[config.mk]
export PLATFORM = sky130hd
export DESIGN_NAME = thermo_spi_slave
export DESIGN_NICKNAME = d
export VERILOG_FILES = /design/src/rtl/thermo_pkg.sv /design/src/rtl/spi_byte_port.sv /design/src/rtl/conv_timer.sv /design/src/rtl/thermo_regs.sv /design/src/rtl/thermo_spi_slave.sv
export SDC_FILE = /design/constraint.sdc
export NUM_CORES = 1
export LEC_CHECK = 0
export ABC_AREA = 0
export BUFFER_PORTS_ARGS = -buffer_cell sky130_fd_sc_hd__buf_2
export CAP_MARGIN = 10
export CORE_ASPECT_RATIO = 1.2
export CORE_MARGIN = 2
export CORE_UTILIZATION = 60
export DETAILED_ROUTE_END_ITERATION = 6
export GPL_TIMING_DRIVEN = 0
export PLACE_DENSITY = 0.78
export SLEW_MARGIN = 40
export SYNTH_ARGS = -nofsm -noshare
export SYNTH_HDL_FRONTEND = slang
export SYNTH_SLANG_ARGS = --single-unit
[constraint.sdc]
create_clock -name clk -period 2.5 [get_ports clk]
set_clock_uncertainty 0.1 [all_clocks]
set_input_delay 0.75 -clock clk [delete_from_list [all_inputs] [get_ports clk]]
set_output_delay 0.75 -clock clk [all_outputs]
set_load 0.01 [all_outputs]
[src/rtl/thermo_pkg.sv]
package thermo_pkg;
   localparam int unsigned REG_CTRL   = 0;
   localparam int unsigned REG_RES_LO = 1;
   localparam int unsigned REG_RES_HI = 2;
   localparam int unsigned CTRL_SHDN_BIT = 0;
   localparam int unsigned CTRL_ONCE_BIT = 4;

   typedef struct packed {
      logic once;
      logic shdn;
   } ctrl_t;
endpackage

[src/rtl/spi_byte_port.sv]
module spi_byte_port #(
   parameter int unsigned SYNC_STAGES = 2,
   parameter int unsigned BYTE_W      = 8
) (
   input  logic              clk,
   input  logic              rst_n,
   input  logic              csel_i,
   input  logic              sck_i,
   input  logic              sdi_i,
   input  logic [BYTE_W-1:0] tx_byte_i,
   output logic              frame_start_o,
   output logic              byte_valid_o,
   output logic              byte_first_o,
   output logic [BYTE_W-1:0] byte_data_o,
   output logic              sdo_o
);
   localparam int unsigned CNT_W = $clog2(BYTE_W);
   localparam logic [CNT_W-1:0] LAST_BIT = CNT_W'(BYTE_W - 1);

   if (SYNC_STAGES < 1) begin : g_bad_sync
      $error("spi_byte_port: SYNC_STAGES must be at least 1");
   end
   if (BYTE_W != (1 << CNT_W)) begin : g_bad_width
      $error("spi_byte_port: BYTE_W must be a power of two");
   end

   logic [2:0] sync_q [SYNC_STAGES];

   always_ff @(posedge clk or negedge rst_n) begin
      if (!rst_n) begin
         for (int i = 0; i < SYNC_STAGES; i++) sync_q[i] <= '0;
      end else begin
         sync_q[0] <= {csel_i, sck_i, sdi_i};
         for (int i = 1; i < SYNC_STAGES; i++) sync_q[i] <= sync_q[i-1];
      end
   end

   logic ce_s, sck_s, sdi_s;
   assign {ce_s, sck_s, sdi_s} = sync_q[SYNC_STAGES-1];

   logic ce_p, sck_p, cpol_q, first_q, sdo_q;
   logic [CNT_W-1:0]  bit_cnt;
   logic [BYTE_W-2:0] rx_sr;

   logic ce_rise, in_frame, sck_rise, sck_fall, sample_edge, drive_edge;
   assign ce_rise     = ce_s & ~ce_p;
   assign in_frame    = ce_s & ce_p;
   assign sck_rise    = sck_s & ~sck_p;
   assign sck_fall    = ~sck_s & sck_p;
   assign sample_edge = in_frame & (cpol_q ? sck_fall : sck_rise);
   assign drive_edge  = in_frame & (cpol_q ? sck_rise : sck_fall);

   always_ff @(posedge clk or negedge rst_n) begin
      if (!rst_n) begin
         ce_p    <= 1'b0;
         sck_p   <= 1'b0;
         cpol_q  <= 1'b0;
         first_q <= 1'b0;
         sdo_q   <= 1'b0;
         bit_cnt <= '0;
         rx_sr   <= '0;
      end else begin
         ce_p  <= ce_s;
         sck_p <= sck_s;
         if (!ce_s) begin
            bit_cnt <= '0;
            sdo_q   <= 1'b0;
         end else if (ce_rise) begin
            cpol_q  <= sck_s;
            first_q <= 1'b1;
            bit_cnt <= '0;
            sdo_q   <= 1'b0;
         end else begin
            if (sample_edge) begin
               rx_sr   <= {rx_sr[BYTE_W-3:0], sdi_s};
               bit_cnt <= bit_cnt + 1'b1;
               if (bit_cnt == LAST_BIT) first_q <= 1'b0;
            end
            if (drive_edge) sdo_q <= tx_byte_i[LAST_BIT - bit_cnt];
         end
      end
   end

   assign frame_start_o = ce_rise;
   assign byte_valid_o  = sample_edge & (bit_cnt == LAST_BIT);
   assign byte_first_o  = first_q;
   assign byte_data_o   = {rx_sr, sdi_s};
   assign sdo_o         = sdo_q;

   // the output is quiet once chip select has been seen low
   assert_sdo_quiet_R1: assert property (@(posedge clk) disable iff (!rst_n)
      !ce_p |-> !sdo_q);
endmodule

[src/rtl/conv_timer.sv]
module conv_timer #(
   parameter int unsigned CONV_CYCLES = 150_000
) (
   input  logic clk,
   input  logic rst_n,
   input  logic start_i,
   input  logic start_run_i,
   input  logic keep_run_i,
   output logic done_o
);
   localparam int unsigned CNT_W = $clog2(CONV_CYCLES);
   localparam logic [CNT_W-1:0] LAST = CNT_W'(CONV_CYCLES - 1);

   if (CONV_CYCLES < 2) begin : g_bad_period
      $error("conv_timer: CONV_CYCLES must be at least 2");
   end

   logic             run_q;
   logic [CNT_W-1:0] cnt_q;

   assign done_o = run_q & (cnt_q == LAST) & ~start_i;

   always_ff @(posedge clk or negedge rst_n) begin
      if (!rst_n) begin
         run_q <= 1'b0;
         cnt_q <= '0;
      end else if (start_i) begin
         run_q <= start_run_i;
         cnt_q <= '0;
      end else if (run_q) begin
         if (cnt_q == LAST) begin
            cnt_q <= '0;
            run_q <= keep_run_i;
         end else begin
            cnt_q <= cnt_q + 1'b1;
         end
      end
   end

   // completions are at least a period apart, never back to back
   assert_done_spacing_R6: assert property (@(posedge clk) disable iff (!rst_n)
      done_o |=> !done_o);
endmodule

[src/rtl/thermo_regs.sv]
module thermo_regs
   import thermo_pkg::*;
#(
   parameter int unsigned TEMP_W = 10,
   parameter int unsigned DATA_W = 8
) (
   input  logic              clk,
   input  logic              rst_n,
   input  logic              frame_start_i,
   input  logic              byte_valid_i,
   input  logic              byte_first_i,
   input  logic [DATA_W-1:0] byte_data_i,
   input  logic              conv_done_i,
   input  logic [TEMP_W-1:0] sensor_code_i,
   output logic [DATA_W-1:0] tx_byte_o,
   output logic              ctrl_wr_o,
   output ctrl_t             ctrl_o
);
   localparam int unsigned PTR_W   = DATA_W - 1;
   localparam int unsigned LO_BITS = TEMP_W - DATA_W;

   if (TEMP_W <= DATA_W || TEMP_W > 2 * DATA_W) begin : g_bad_temp
      $error("thermo_regs: TEMP_W must lie between DATA_W+1 and 2*DATA_W");
   end

   logic              dir_wr_q;
   logic [PTR_W-1:0]  ptr_q;
   ctrl_t             ctrl_q;
   logic [TEMP_W-1:0] result_q;
   logic [DATA_W-1:0] tx_q;

   function automatic logic [DATA_W-1:0] reg_read(input logic [PTR_W-1:0] idx);
      logic [DATA_W-1:0] v;
      v = '0;
      case (idx)
         PTR_W'(REG_CTRL): begin
            v[CTRL_SHDN_BIT] = ctrl_q.shdn;
            v[CTRL_ONCE_BIT] = ctrl_q.once;
         end
         PTR_W'(REG_RES_LO): v = {result_q[LO_BITS-1:0], {(DATA_W-LO_BITS){1'b0}}};
         PTR_W'(REG_RES_HI): v = result_q[TEMP_W-1:LO_BITS];
         default:            v = '0;
      endcase
      return v;
   endfunction

   assign ctrl_wr_o = byte_valid_i & ~byte_first_i & dir_wr_q & (ptr_q == PTR_W'(REG_CTRL));

   always_ff @(posedge clk or negedge rst_n) begin
      if (!rst_n) begin
         dir_wr_q <= 1'b0;
         ptr_q    <= '0;
         tx_q     <= '0;
      end else if (frame_start_i) begin
         tx_q <= '0;
      end else if (byte_valid_i) begin
         if (byte_first_i) begin
            dir_wr_q <= byte_data_i[DATA_W-1];
            if (byte_data_i[DATA_W-1]) begin
               ptr_q <= byte_data_i[PTR_W-1:0];
               tx_q  <= '0;
            end else begin
               ptr_q <= byte_data_i[PTR_W-1:0] - 1'b1;
               tx_q  <= reg_read(byte_data_i[PTR_W-1:0]);
            end
         end else begin
            ptr_q <= ptr_q - 1'b1;
            tx_q  <= dir_wr_q ? '0 : reg_read(ptr_q);
         end
      end
   end

   always_ff @(posedge clk or negedge rst_n) begin
      if (!rst_n) begin
         ctrl_q   <= '{once: 1'b0, shdn: 1'b1};
         result_q <= '0;
      end else begin
         if (ctrl_wr_o) begin
            ctrl_q.shdn <= byte_data_i[CTRL_SHDN_BIT];
            ctrl_q.once <= byte_data_i[CTRL_ONCE_BIT];
         end else if (conv_done_i) begin
            ctrl_q.once <= 1'b0;
         end
         if (conv_done_i) result_q <= sensor_code_i;
      end
   end

   assign tx_byte_o = tx_q;
   assign ctrl_o    = ctrl_q;

   // every data byte moves the register pointer one step down
   assert_ptr_down_R3: assert property (@(posedge clk) disable iff (!rst_n)
      (byte_valid_i && !byte_first_i) |=> ptr_q == $past(ptr_q) - 1'b1);
   // the timer never completes while the sensor sits in shutdown
   assert_no_conv_shdn_R5: assert property (@(posedge clk) disable iff (!rst_n)
      conv_done_i |-> (!ctrl_q.shdn || ctrl_q.once));
   // a completion captures the code present on that cycle
   assert_result_load_R6: assert property (@(posedge clk) disable iff (!rst_n)
      conv_done_i |=> result_q == $past(sensor_code_i));
   // a finished single conversion drops back to shutdown
   assert_once_clears_R8: assert property (@(posedge clk) disable iff (!rst_n)
      (conv_done_i && !ctrl_wr_o && ctrl_q.once && ctrl_q.shdn) |=> (!ctrl_q.once && ctrl_q.shdn));
endmodule

[src/rtl/thermo_spi_slave.sv]
module thermo_spi_slave
   import thermo_pkg::*;
#(
   parameter int unsigned CONV_CYCLES = 150_000,
   parameter int unsigned TEMP_W      = 10,
   parameter int unsigned SYNC_STAGES = 2
) (
   input  logic              clk,
   input  logic              rst_n,
   input  logic              csel_hi,
   input  logic              spi_clk,
   input  logic              spi_din,
   output logic              spi_dout,
   input  logic [TEMP_W-1:0] sensor_code
);
   localparam int unsigned DATA_W = 8;

   logic              frame_start, byte_valid, byte_first, ctrl_wr, conv_done;
   logic [DATA_W-1:0] byte_data, tx_byte;
   ctrl_t             ctrl;

   spi_byte_port #(.SYNC_STAGES(SYNC_STAGES), .BYTE_W(DATA_W)) u_port (
      .clk           (clk),
      .rst_n         (rst_n),
      .csel_i        (csel_hi),
      .sck_i         (spi_clk),
      .sdi_i         (spi_din),
      .tx_byte_i     (tx_byte),
      .frame_start_o (frame_start),
      .byte_valid_o  (byte_valid),
      .byte_first_o  (byte_first),
      .byte_data_o   (byte_data),
      .sdo_o         (spi_dout)
   );

   thermo_regs #(.TEMP_W(TEMP_W), .DATA_W(DATA_W)) u_regs (
      .clk           (clk),
      .rst_n         (rst_n),
      .frame_start_i (frame_start),
      .byte_valid_i  (byte_valid),
      .byte_first_i  (byte_first),
      .byte_data_i   (byte_data),
      .conv_done_i   (conv_done),
      .sensor_code_i (sensor_code),
      .tx_byte_o     (tx_byte),
      .ctrl_wr_o     (ctrl_wr),
      .ctrl_o        (ctrl)
   );

   conv_timer #(.CONV_CYCLES(CONV_CYCLES)) u_timer (
      .clk         (clk),
      .rst_n       (rst_n),
      .start_i     (ctrl_wr),
      .start_run_i (~byte_data[CTRL_SHDN_BIT] | byte_data[CTRL_ONCE_BIT]),
      .keep_run_i  (~ctrl.shdn),
      .done_o      (conv_done)
   );
endmodule

==> impl_metrics.env, run 1 <==
export IMPL_hold_path_class="primary input to async pin"
export IMPL_synth_edff_count=0
export IMPL_cp_num_buf_inv=2
export IMPL_synthCells=335
export IMPL_finalWorstSetupSlack_ps=139
export IMPL_dieWidth_um=74.5
export IMPL_status="complete, no violations"
export IMPL_total_power_mw=2.41
export IMPL_start_util=0.627
export IMPL_netlist_top_cells_area="dfrtp_1 (47%), mux2_2 (6.3%), ha_1 (3.1%)"
export IMPL_async_flop_share=1.00
export IMPL_clock_latency_ps=360
export IMPL_root_buffer="clkbuf_8"
export IMPL_peakVddDrop_v=0.000526
export IMPL_gr_total_overflow=0
export IMPL_diodes=0
export IMPL_clockBufferDepth=2
export IMPL_netlist_area_um2=3580
export IMPL_viasPerCell=6.16
export IMPL_finalSetupTns_ps=0
export IMPL_startpoint_type="flip-flop"
export IMPL_cp_top_family="buffers and inverters"
export IMPL_slew_headroom=0.585
export IMPL_synth_nets=359
export IMPL_finalHoldViolCount=0
export IMPL_dieArea_um2=6600
export IMPL_final_util=0.702
export IMPL_cts_buffers=9
export IMPL_yosys_area_top_type="dfrtp_1"
export IMPL_cpMostUsedCell="ha_1"
export IMPL_powerDensity_nw_per_um2=600
export IMPL_critPathCaptureType="flip-flop"
export IMPL_place_ws_ps=-0.0859
export IMPL_drc_errors=0
export IMPL_fin_area_um2=4010
export IMPL_clock_sinks=68
export IMPL_finalCriticalPeriod_ps=2360
export IMPL_setup_viol=0
export IMPL_wl_mm=7.42
export IMPL_grt_max_degree=61
export IMPL_ys_flop_type="dfrtp_1"
export IMPL_synth_seq_cells=68
export IMPL_cts_tree="yes"
export IMPL_slew_violations=0
export IMPL_drive_gt1_frac=0.212
export IMPL_p_leak_nw=1.72
export IMPL_synth_most_common_cell="dfrtp_1"
export IMPL_grt_pass1_vias=2700
export IMPL_crit_type="flip-flop to flip-flop"
export IMPL_drtPass1Iterations=4
export IMPL_worstPathRequired_ps=2670
export IMPL_antenna_found_initial=0
export IMPL_ys_types=63
export IMPL_drtIter0Drc=155
export IMPL_postRouteAntennaNets=0
export IMPL_netlist_area_leader_share=0.469
export IMPL_gp_congestion=0.854
export IMPL_synth_common_cells="dfrtp_1 (67), o21ai_0 (22), mux2_2 (20), a21oi_1 (19), nor2_1 (18)"
export IMPL_max_stage_delay_ps=450
export IMPL_hold_buffers=0
export IMPL_wl_per_cell_um=16.6
export IMPL_fin_crit_sh=0.944
export IMPL_ys_seq_area_frac=0.476
export IMPL_layout_nets=387
export IMPL_die_h_um=88.6
export IMPL_fmax_ghz=0.424
export IMPL_tightest_slew_ps=614
export IMPL_synth_area_per_cell_um2=10.7
export IMPL_dp_hpwl_mm=5.14
export IMPL_cp_arrival_ps=2540
export IMPL_path_max_fanout=10
export IMPL_critical_path_cell_chain="ha_1 > ha_1 > and3_1 > a21bo_2 > buf_2 > clkbuf_1 > o21ai_0 > a31oi_1"
export IMPL_grt_setup_unrepaired="false"
export IMPL_grt_usage=0.246
export IMPL_cp_slowest_cell="dfrtp_1"
export IMPL_pin_count=16
export IMPL_vias=2758
export IMPL_clk_pin_slew_ps=80
export IMPL_coreArea_um2=5710
export IMPL_rows=30
export IMPL_cts_htree_levels=3
export IMPL_port_buffers=15
export IMPL_ys_warn_count=0
export IMPL_grt_pass1_wl_mm=12.3
export IMPL_area_growth_pct=12.0
export IMPL_drv_cap=0
export IMPL_dpl_cell_area_um2=3790
==> power by group <==
group / internal [mW] / switching, mW
logic: 0.133 / 0.153
clock network: 0.485 / 0.427
registers: 1.14 / 0.0626
==> through the flow <==
| step | hold WS [ps] | std cells |
|---|---|---|
| global route | 83.5 | 448 |
| global placement | 231 | 430 |
| detailed placement | 240 | 431 |
| finish | 84.3 | 448 |
| CTS | 81.4 | 448 |
| floorplan | 231 | 335 |
==> worst register-to-register path: stages (launching register included) <==
cell	delay (ps)
dfrtp_1	450
ha_1	220
ha_1	160
and3_1	170
a21bo_2	170
buf_2	220
clkbuf_1	430
o21ai_0	180
a31oi_1	170
==> flip-flops by register name, summed over array words and instances (netlist names) <==
name                 flops
u_timer.run_q            1
u_timer.cnt_q           18
u_port.sdo_o             1
u_regs.ctrl_o            2
u_regs.ptr_q             7
u_regs.result_q         10
u_port.byte_first_o      1
u_port.bit_cnt           3
u_regs.tx_byte_o         8
u_port.sck_p             1
u_port.sck_s             1
u_port.rx_sr             7
u_port.byte_data_o       1
u_port.ce_p              1
u_port.cpol_q            1
u_regs.dir_wr_q          1
u_port.sync_q            3
u_port.ce_s              1
==> path summary, 6_finish.rpt <==
kind / startpoint / to / slack [ps] / cells after the start
setup reg to reg: u_port.bit_cnt[0]$_DFFE_PN0P_ / u_timer.cnt_q[3]$_DFFE_PN0P_ / 140 / 8
hold / removal: rst_n / u_timer.cnt_q[15]$_DFFE_PN0P_ / 80 / 1
min in group clk: u_port.sync_q[3]$_DFF_PN0_ / u_port.byte_data_o[0]$_DFF_PN0_ / 260 / 0
hold reg to reg: u_port.sync_q[3]$_DFF_PN0_ / u_port.byte_data_o[0]$_DFF_PN0_ / 260 / 0
setup / recovery: u_port.bit_cnt[0]$_DFFE_PN0P_ / u_timer.cnt_q[3]$_DFFE_PN0P_ / 140 / 8
max in group asynchronous: rst_n / u_regs.ctrl_o[0]$_DFFE_PN1P_ / 1680 / 2
==> cell families after synthesis <==
logic type	share of synthesized area
mux	0.0923
buf+inv	0.0276
compound gates	0.162
xor+xnor	0.0245
fa+ha+maj	0.0315
flops	0.476
simple gates	0.186
==> placed cells by master, fill, tap and decap left out, types with 7 or more instances in the layout <==
master,netlist,routed
nand2_1,11,11
o21ai_0,22,22
buf_2,4,18
nand2b_1,7,7
ha_1,9,9
clkbuf_8,0,10
inv_1,9,9
dfrtp_1,67,67
nand4_1,15,15
a21oi_1,19,19
nand3_1,13,13
mux2_2,20,20
nor2_1,18,18
clkbuf_1,11,11
==> cell type report <==
cell class | instances | area [um^2]
fillers | 450 | 1700
clock buffers | 10 | 138
repair buffers | 17 | 129
flip-flops and latches | 68 | 1700
plain buffers | 16 | 65.1
multi-input cells | 242 | 1780
inverters | 9 | 33.8
clock inverters | 6 | 63.8
well taps | 80 | 100
==> layer usage <==
| metal | vias up | part of all wire | track usage |
|---|---|---|---|
| met5 | - | 0 | 0 |
| met4 | 0 | 0.023 | 0.114 |
| li1 | 1309 | - | - |
| met1 | 1372 | 0.43 | 0.301 |
| met2 | 61 | 0.52 | 0.414 |
| met3 | 16 | 0.033 | 0.0535 |
==> repair_timing <==
action | 4_1_cts | 5_1_grt
setup endpoints to repair | 10 | 0
buffers inserted | 1 | 0
resized for setup | 0 | 0
Note: power is estimated with default switching activity, not from simulation.
==> run 2, diff against run 1 <==
clock period = 2.9 ns   (was 2.5 ns; I/O delays follow)
==> run 2 against run 1 <==
Cell area down 0.50%. Via count down 1.1%. Sequential share of layout area up 0.21 points. Sequential power down 14%. Sequential cell count unchanged. Non-clock buffer count down 1. Critical path depth down 2. Die area unchanged. Count of clock-buffer cells in the layout unchanged. Highest routed layer unchanged.
==> impl_metrics.env, run 2 (synthesis results as in run 1) <==
export IMPL_status="complete, no violations"
export IMPL_viasPerCell=6.11
export IMPL_fmax_ghz=0.401
export IMPL_cts_buffers=9
export IMPL_place_inst=431
export IMPL_dpl_cell_area_um2=3790
export IMPL_diodes=0
export IMPL_holdWs_ps=210
export IMPL_cts_tree="yes"
export IMPL_path_max_fanout=10
export IMPL_postRouteAntennaNets=0
export IMPL_root_buffer="clkbuf_8"
export IMPL_largest_register="u_timer.cnt_q"
export IMPL_hold_path_class="primary input to async pin"
export IMPL_drtIter0Drc=155
export IMPL_die_h_um=88.6
export IMPL_reg2reg_depth=6
export IMPL_dieWidth_um=74.5
export IMPL_clock_latency_ps=350
export IMPL_total_power_mw=2.08
export IMPL_cts_resized=0
export IMPL_critPathCaptureType="flip-flop"
export IMPL_hold_buffers=0
export IMPL_finalHoldViolCount=0
export IMPL_postCtsSetupRepairBufs=0
export IMPL_layout_commonest_cell="dfrtp_1"
export IMPL_final_cell_mix="dfrtp_1 (67), o21ai_0 (22), mux2_2 (20), a21oi_1 (19)"
export IMPL_powerDensity_nw_per_um2=521
export IMPL_nFillCells=452
export IMPL_drv_cap=0
export IMPL_startpoint="u_port.bit_cnt[0]$_DFFE_PN0P_"
export IMPL_slew_headroom=0.566
export IMPL_dieArea_um2=6600
export IMPL_grt_pass1_wl_mm=12.2
export IMPL_finalSetupTns_ps=0
export IMPL_fin_crit_sh=0.860
export IMPL_final_util=0.699
export IMPL_layout_nets=386
export IMPL_rows=30
export IMPL_finalCriticalPeriod_ps=2490
export IMPL_grt_setup_unrepaired="false"
export IMPL_grt_max_degree=61
export IMPL_finalWorstSetupSlack_ps=407
export IMPL_r2r_start="u_port.bit_cnt[0]$_DFFE_PN0P_"
export IMPL_tightest_slew_ps=651
export IMPL_gr_total_overflow=0
export IMPL_grt_pass1_vias=2692
export IMPL_worstPathRequired_ps=3040
export IMPL_area_growth_pct=11.5
export IMPL_dp_hpwl_mm=5.14
export IMPL_p_leak_nw=1.71
export IMPL_clock_sinks=68
export IMPL_wl_per_cell_um=16.5
export IMPL_peakVddDrop_v=0.000453
export IMPL_largest_reg_flops=18
export IMPL_wl_mm=7.38
export IMPL_clockBufferDepth=2
export IMPL_drc_errors=0
export IMPL_clk_pin_slew_ps=80
export IMPL_setup_viol=0
export IMPL_drive_gt1_frac=0.210
export IMPL_slew_violations=0
export IMPL_cp_arrival_ps=2630
export IMPL_startpoint_type="flip-flop"
export IMPL_regToRegEndpoint="u_regs.result_q[3]$_DFFE_PN0P_"
export IMPL_port_buffers=15
export IMPL_gp_congestion=0.854
export IMPL_antenna_found_initial=0
export IMPL_fin_area_um2=3990
export IMPL_vias=2729
export IMPL_drtPass1Iterations=4
export IMPL_coreArea_um2=5710
export IMPL_cts_htree_levels=3
export IMPL_grt_usage=0.245
export IMPL_start_util=0.627
export IMPL_crit_type="flip-flop to flip-flop"
export IMPL_pin_count=16
export IMPL_r2r_slack_ps=410
export IMPL_place_ws_ps=400
export IMPL_instances_no_fill=447
run 2: critical path, cell delays in order, from the launching register on:
cell,delay (ps)
dfrtp_1,450
ha_1,220
ha_1,160
and3_1,170
a21boi_2,220
a311oi_4,630
mux2_2,410
run 2: metal layers:
layer | GRT usage | vias to the layer above | wire length, um
met1 | 0.301 | 1358 | 3230
li1 | - | 1306 | -
met4 | 0.114 | 0 | 167
met3 | 0.0535 | 17 | 203
met2 | 0.410 | 48 | 3780
met5 | 0 | - | 0
run 2: layout make-up:
cell class                      instances  area [um^2]  area share
Buffer                                 16         65.1      0.0163
Clock buffer                           10          138      0.0345
Clock inverter                          6         63.8      0.0160
Inverter                                9         33.8     0.00847
Multi-Input combinational cell        242         1780       0.445
Sequential cell                        68         1700       0.427
Tap cell                               80          100      0.0251
Timing Repair Buffer                   16          109      0.0273
run 2: worst max-delay path by stage:
stage,to,slack (ps),depth (start not counted)
finish,u_regs.result_q[3]$_DFFE_PN0P_,410,6
global route,u_regs.result_q[9]$_DFFE_PN0P_,260,6
CTS,u_regs.result_q[2]$_DFFE_PN0P_,380,6
detailed placement,u_regs.result_q[3]$_DFFE_PN0P_,400,6
global placement,u_regs.result_q[6]$_DFFE_PN0P_,420,6
floorplan,u_regs.result_q[0]$_DFFE_PN0P_,660,6
run 2: report_power, final:
part	internal (mW)	switching, mW	leakage [nW]
sequential	0.986	0.0539	0.915
combinational	0.115	0.132	0.700
clock	0.418	0.371	0.0983
total	1.52	0.557	1.71
